### src/rtl/bank_trk_pkg.sv
package bank_trk_pkg;
  typedef enum logic [2:0] {
    CMD_NOP = 3'd0,
    CMD_ACT = 3'd1,
    CMD_RD  = 3'd2,
    CMD_WR  = 3'd3,
    CMD_PRE = 3'd4,
    CMD_BST = 3'd5
  } cmd_e;
endpackage

### src/rtl/bank_slot.sv
// One bank: open-row flag and precharge recovery down-counter.
module bank_slot #(
  parameter int TW = 4
) (
  input  logic          clk,
  input  logic          rst_n,
  input  logic          act_i,
  input  logic          close_i,
  input  logic [TW-1:0] trp_i,
  output logic          open_o,
  output logic          rc_zero_o
);
  logic          open_q, open_d;
  logic [TW-1:0] rc_q, rc_d;
  logic          rc_en;

  always_comb begin
    open_d = open_q;
    rc_d   = rc_q;
    rc_en  = 1'b0;
    if (close_i) begin
      open_d = 1'b0;
      rc_d   = trp_i;
      rc_en  = 1'b1;
    end else if (act_i) begin
      open_d = 1'b1;
    end else if (rc_q != '0) begin
      rc_d  = rc_q - 1'b1;
      rc_en = 1'b1;
    end
  end

  always_ff @(posedge clk or negedge rst_n) begin
    if (!rst_n) begin
      open_q <= 1'b0;
      rc_q   <= '0;
    end else begin
      open_q <= open_d;
      if (rc_en) rc_q <= rc_d;
    end
  end

  assign open_o    = open_q;
  assign rc_zero_o = (rc_q == '0);
endmodule

### src/rtl/burst_engine.sv
// Tracks the most recent read/write burst and fires its auto-precharge.
module burst_engine #(
  parameter int NB        = 4,
  parameter int BURST_LEN = 4,
  localparam int BW = $clog2(NB),
  localparam int RW = $clog2(BURST_LEN + 1)
) (
  input  logic          clk,
  input  logic          rst_n,
  input  logic          start_i,
  input  logic [BW-1:0] start_bank_i,
  input  logic          start_ap_i,
  input  logic          start_full_i,
  input  logic          term_i,
  output logic [NB-1:0] ap_pend_o,
  output logic [NB-1:0] ap_close_o
);
  logic          act_q, act_d;
  logic          ap_q, ap_d;
  logic          full_q, full_d;
  logic [BW-1:0] bank_q, bank_d;
  logic [RW-1:0] rem_q, rem_d;
  logic          end_now;
  logic [NB-1:0] bank_sel;

  assign bank_sel = {{(NB-1){1'b0}}, 1'b1} << bank_q;
  assign end_now  = act_q && (start_i || term_i || (!full_q && rem_q == RW'(1)));

  always_comb begin
    act_d  = act_q;
    ap_d   = ap_q;
    full_d = full_q;
    bank_d = bank_q;
    rem_d  = rem_q;
    if (start_i) begin
      act_d  = 1'b1;
      ap_d   = start_ap_i;
      full_d = start_full_i;
      bank_d = start_bank_i;
      rem_d  = RW'(BURST_LEN);
    end else if (end_now) begin
      act_d = 1'b0;
      ap_d  = 1'b0;
    end else if (act_q && !full_q) begin
      rem_d = rem_q - 1'b1;
    end
  end

  always_ff @(posedge clk or negedge rst_n) begin
    if (!rst_n) begin
      act_q  <= 1'b0;
      ap_q   <= 1'b0;
      full_q <= 1'b0;
      bank_q <= '0;
      rem_q  <= '0;
    end else begin
      act_q  <= act_d;
      ap_q   <= ap_d;
      full_q <= full_d;
      bank_q <= bank_d;
      rem_q  <= rem_d;
    end
  end

  assign ap_pend_o  = (act_q && ap_q) ? bank_sel : '0;
  assign ap_close_o = (end_now && ap_q) ? bank_sel : '0;
endmodule

### src/rtl/cmd_check.sv
// Legality decode of one command against the current bank view.
module cmd_check
  import bank_trk_pkg::*;
#(
  parameter int NB = 4,
  localparam int BW = $clog2(NB)
) (
  input  logic [2:0]    cmd_i,
  input  logic [BW-1:0] bank_i,
  input  logic          a10_i,
  input  logic          full_i,
  input  logic [NB-1:0] open_i,
  input  logic [NB-1:0] rc_zero_i,
  input  logic [NB-1:0] ap_pend_i,
  output logic          viol_o,
  output logic [NB-1:0] act_hit_o,
  output logic [NB-1:0] pre_hit_o,
  output logic          burst_start_o,
  output logic          burst_ap_o,
  output logic          term_o
);
  cmd_e          op;
  logic [NB-1:0] sel;
  logic          recovering;
  logic          is_rw;

  assign op         = cmd_e'(cmd_i);
  assign sel        = {{(NB-1){1'b0}}, 1'b1} << bank_i;
  assign recovering = !rc_zero_i[bank_i];
  assign is_rw      = (op == CMD_RD) || (op == CMD_WR);

  always_comb begin
    viol_o = 1'b0;
    unique case (op)
      CMD_ACT: viol_o = open_i[bank_i] || recovering || ap_pend_i[bank_i];
      CMD_RD,
      CMD_WR:  viol_o = !open_i[bank_i] || ap_pend_i[bank_i];
      CMD_PRE: viol_o = a10_i ? (|ap_pend_i) : (recovering || ap_pend_i[bank_i]);
      default: viol_o = 1'b0;
    endcase
  end

  always_comb begin
    act_hit_o = '0;
    pre_hit_o = '0;
    if (!viol_o) begin
      if (op == CMD_ACT) act_hit_o = sel;
      if (op == CMD_PRE) pre_hit_o = a10_i ? open_i : (sel & open_i);
    end
  end

  assign burst_start_o = is_rw && !viol_o;
  assign burst_ap_o    = a10_i && !full_i;
  assign term_o        = (op == CMD_BST);
endmodule

### src/rtl/sdram_bank_tracker.sv
module sdram_bank_tracker #(
  parameter int NB        = 4,
  parameter int BURST_LEN = 4,
  parameter int TW        = 4,
  localparam int BW = $clog2(NB)
) (
  input  logic          clk,
  input  logic          rst_n,
  input  logic [2:0]    cmd,
  input  logic [BW-1:0] cmd_bank,
  input  logic          cmd_a10,
  input  logic          full_page,
  input  logic [TW-1:0] trp_cycles,
  output logic [NB-1:0] bank_open,
  output logic [NB-1:0] bank_ready,
  output logic          violation
);
  logic [NB-1:0] rc_zero;
  logic [NB-1:0] ap_pend;
  logic [NB-1:0] ap_close;
  logic [NB-1:0] act_hit;
  logic [NB-1:0] pre_hit;
  logic          cmd_viol;
  logic          burst_start;
  logic          burst_ap;
  logic          term;
  logic          viol_q;

  cmd_check #(.NB(NB)) u_check (
    .cmd_i        (cmd),
    .bank_i       (cmd_bank),
    .a10_i        (cmd_a10),
    .full_i       (full_page),
    .open_i       (bank_open),
    .rc_zero_i    (rc_zero),
    .ap_pend_i    (ap_pend),
    .viol_o       (cmd_viol),
    .act_hit_o    (act_hit),
    .pre_hit_o    (pre_hit),
    .burst_start_o(burst_start),
    .burst_ap_o   (burst_ap),
    .term_o       (term)
  );

  burst_engine #(.NB(NB), .BURST_LEN(BURST_LEN)) u_burst (
    .clk         (clk),
    .rst_n       (rst_n),
    .start_i     (burst_start),
    .start_bank_i(cmd_bank),
    .start_ap_i  (burst_ap),
    .start_full_i(full_page),
    .term_i      (term),
    .ap_pend_o   (ap_pend),
    .ap_close_o  (ap_close)
  );

  for (genvar g = 0; g < NB; g++) begin : g_bank
    bank_slot #(.TW(TW)) u_slot (
      .clk      (clk),
      .rst_n    (rst_n),
      .act_i    (act_hit[g]),
      .close_i  (pre_hit[g] | ap_close[g]),
      .trp_i    (trp_cycles),
      .open_o   (bank_open[g]),
      .rc_zero_o(rc_zero[g])
    );
  end

  always_ff @(posedge clk or negedge rst_n) begin
    if (!rst_n) viol_q <= 1'b0;
    else        viol_q <= cmd_viol;
  end

  assign violation  = viol_q;
  assign bank_ready = rc_zero & ~ap_pend;
endmodule

### config.mk
export PLATFORM = sky130hd
export DESIGN_NAME = sdram_bank_tracker
export DESIGN_NICKNAME = d
export VERILOG_FILES = /design/src/rtl/bank_trk_pkg.sv /design/src/rtl/bank_slot.sv /design/src/rtl/burst_engine.sv /design/src/rtl/cmd_check.sv /design/src/rtl/sdram_bank_tracker.sv
export SDC_FILE = /design/constraint.sdc
export NUM_CORES = 1
export LEC_CHECK = 0
export ABC_AREA = 0
export CAP_MARGIN = 25
export CORE_ASPECT_RATIO = 1.2
export CORE_MARGIN = 2
export CORE_UTILIZATION = 51
export CTS_CLUSTER_SIZE = 28
export DETAILED_ROUTE_END_ITERATION = 10
export PLACE_DENSITY = 0.87
export SETUP_SLACK_MARGIN = 0.5
export SLEW_MARGIN = 0
export SYNTH_ARGS = -nofsm -noshare
export SYNTH_HDL_FRONTEND = slang
export SYNTH_SLANG_ARGS = --single-unit
### constraint.sdc
create_clock -name clk -period 2.05 [get_ports clk]
set_input_delay 0.41 -clock clk [delete_from_list [all_inputs] [get_ports clk]]
set_output_delay 0.41 -clock clk [all_outputs]
set_load 0.02 [all_outputs]
==> impl_metrics.yaml <==
power_and_ir_drop:
  ir_worst_vdd_v: 0.000862
  finalPower_mw: 4.52
  switching_share: 0.386
  p_int_mw: 2.77
  pwr-share-comb: 0.645
  power_leakage_nw: 1.42
  p_per_area_mw_per_mm2: 1480
  seq_power_share: 0.248
  pwr-share-clk: 0.108
  p_switching_mw: 1.75
cts:
  insertion_delay_ps: 300
  h-tree-depth: 2
  clockRootBuffer: "clkbuf_8"
  clock_path_buffers: 2
  cts_tree: "done"
  cts_sinks: 29
  clk_pin_slew_ps: 80
  cts_made_buffers: 5
  hold_buffers: 0
synthesis:
  netlist_area_mm2: 0.00201
  ys_ff_latch: 29
  seq_area_frac_synth: 0.362
  synth_edf_count: 0
  synth_flop_cell: "dfrtp_1"
  synth_nets: 212
  synthCells: 193
  async_reset_ff_frac: 1.00
  synth_top_area_share: 0.362
  synth.area.top_cells: "dfrtp_1 (36%), mux2_4 (12%), ha_1 (3.7%)"
  synth_area_per_cell_um2: 10.4
  synth.largest_area_cell: "dfrtp_1"
  netlist-cell-type-count: 46
  yosysWarnings: 0
global_routing:
  antenna_found_initial: 0
  grt_pass1_vias: 2051
  grt_use_total: 0.318
  grt_pass1_wl_um: 10100
  grt_max_degree: 30
  grt.overflow.total: 0
sta:
  finalSetupViolations: 0
  layout_setup_ws_ps: 50.8
  finalHoldViolations: 0
  maxSlewHeadroom: 0.741
  tightest_slew_ps: 387
  period_needed_ps: 2000
  skew_ps: 11.7
  finalCritPeriodShare: 0.975
  whs_ps: 497
  rsz0062_at_grt: "true"
  max_freq_mhz: 500
  drv_slew: 0
  fin_tns_setup_ps: 0
run_status:
  status: "complete, no violations"
routing:
  first_pass_iters: 4
  viasPerCell: 5.86
  routedWlPerCell_um: 19.7
  drt-initial-drc-count: 104
  drcViolationCount: 0
  wirelength_um: 6540
  ant_nets: 0
  num_vias: 1944
cells_and_area:
  drive_gt1_frac: 0.539
  fin_cells: 332
  final_util: 0.827
  n_antenna_cell: 0
  fillers: 193
  final_cell_area_mm2: 0.00306
  nNetsFinal: 298
  regArea_um2: 726
  syn_to_final_growth_pct: 52.3
  multi_input_area_mm2: 0.00138
worst_setup_path:
  crit_path_max_fanout: 5
  worstSetupPathType: "flop to flop"
  cp-start-kind: "flop"
  crit_buf_inv: 2
  worstPathArrival_ps: 2180
  cpLargestDelayFamily: "flip-flops"
  worst-endpoint-required_ps: 2230
  slowest_stage: "dfrtp_1"
  cp_slowest_stage_delay_ps: 420
  path_cells: "inv_2 > ha_4 > nor3b_4 > buf_4 > o22a_4 > nand4_1 > o211ai_4 > mux2_4"
  worst_setup_path_end_kind: "flop"
job:
  maxCapViolations: 0
floorplanning:
  design.core.area_mm2: 0.00369
  fp-row-count: 24
  die_h_um: 72.7
  start_util: 0.543
  die_x_um: 61.2
  dieArea_mm2: 0.00445
  top_level_ports: 22
place:
  post-place-ws_ps: -429
  post_dp_cell_area_mm2: 0.00257
  dp_cells: 296
  port_buffers: 21
  dp_hpwl_um: 3590
  place_congestion: 0.851
worst_hold_path:
  hp-class: "input pin to asynchronous set/reset pin"
power by group through the flow:
stage	Sequential, mW	Clock [mW]	Combinational [mW]
after floorplan	1.07	0	1.43
after global placement	1.08	0	2.04
after detailed placement	1.09	0	2.13
after CTS	1.09	0.487	2.55
after global routing	1.15	0.520	3.10
final	1.12	0.487	2.91
timing repair:
item	4_1_cts	5_1_grt
pin swaps	20	14
setup buffers	17	11
cloned	0	0
resized for setup	78	18
endpoints found under the setup margin	38	35
placed cells by master, fill, tap and decap left out, types with 3 or more instances in the layout:
cell,n
buf_4,61
dfrtp_1,29
mux2_4,19
buf_6,10
o21ai_0,9
inv_2,8
inv_1,8
nand2_1,8
nand4_1,8
nand3_1,8
clkdlybuf4s50_1,7
and2_4,6
nor2_1,5
xnor2_1,5
clkbuf_8,5
dlygate4sd2_1,5
nor3b_4,4
nor3_1,4
a21o_1,4
ha_4,4
nand4b_1,3
nor2b_1,3
a21oi_2,3
clkdlybuf4s15_1,3
state kept, by name (all words and copies together) (netlist names):
signal                flops
u_burst.ap_q              1
u_burst.rem_q             3
u_burst.bank_q            2
violation                 1
g_bank.u_slot.rc_q       16
u_burst.act_q             1
u_burst.full_q            1
g_bank.u_slot.open_o      4
worst paths after layout:
check | slack [ps] | cells past startpoint | from | endpoint
worst max-delay path | 50 | 8 | g_bank[0].u_slot.rc_q[1]$_DFFE_PN0P_ | g_bank[0].u_slot.rc_q[1]$_DFFE_PN0P_
worst min-delay path | 500 | 2 | rst_n | g_bank[0].u_slot.rc_q[1]$_DFFE_PN0P_
worst max register to register | 50 | 8 | g_bank[0].u_slot.rc_q[1]$_DFFE_PN0P_ | g_bank[0].u_slot.rc_q[1]$_DFFE_PN0P_
worst min register to register | 550 | 2 | u_burst.rem_q[2]$_DFFE_PN0P_ | u_burst.rem_q[2]$_DFFE_PN0P_
max in group asynchronous | 1270 | 2 | rst_n | g_bank[1].u_slot.open_o$_DFFE_PN0P_
min in group clk | 550 | 2 | u_burst.rem_q[2]$_DFFE_PN0P_ | u_burst.rem_q[2]$_DFFE_PN0P_
cell type report:
| cell class | count | share of cell area |
|---|---|---|
| tap | 52 | 0.0213 |
| multi-input combinational | 139 | 0.453 |
| timing repair buffer | 88 | 0.240 |
| clock inverter | 3 | 0.00573 |
| clock buffer | 5 | 0.0225 |
| inverter | 16 | 0.0197 |
| sequential | 29 | 0.238 |
synth_stat cells, types with 3 or more instances:
library cell  number
o21ai_0           10
inv_1             16
a21o_1             4
nand4b_1           3
nand2_1           10
nor2b_1            5
and2_1             6
nand3_1            8
xnor2_1            5
a21oi_1            4
mux2_4            16
nor3_1             4
buf_4              6
nor3b_1            7
nand4_1            8
dfrtp_1           29
nor2_1             6
ha_1               6
mux2_2             3
per-layer routing:
metal | track usage | wire length [µm] | up-vias
li1 | - | - | 860
met1 | 0.391 | 2610 | 945
met2 | 0.520 | 3200 | 102
met3 | 0.0479 | 341 | 37
met4 | 0.179 | 378 | 0
met5 | 0 | 0 | -
cells by family after synthesis:
group           share of synthesized area
simple gates                        0.211
flops                               0.362
mux                                 0.153
buf+inv                            0.0586
xor+xnor                           0.0387
compound gates                      0.140
fa+ha+maj                          0.0374
(Power assumes the default switching activity.)
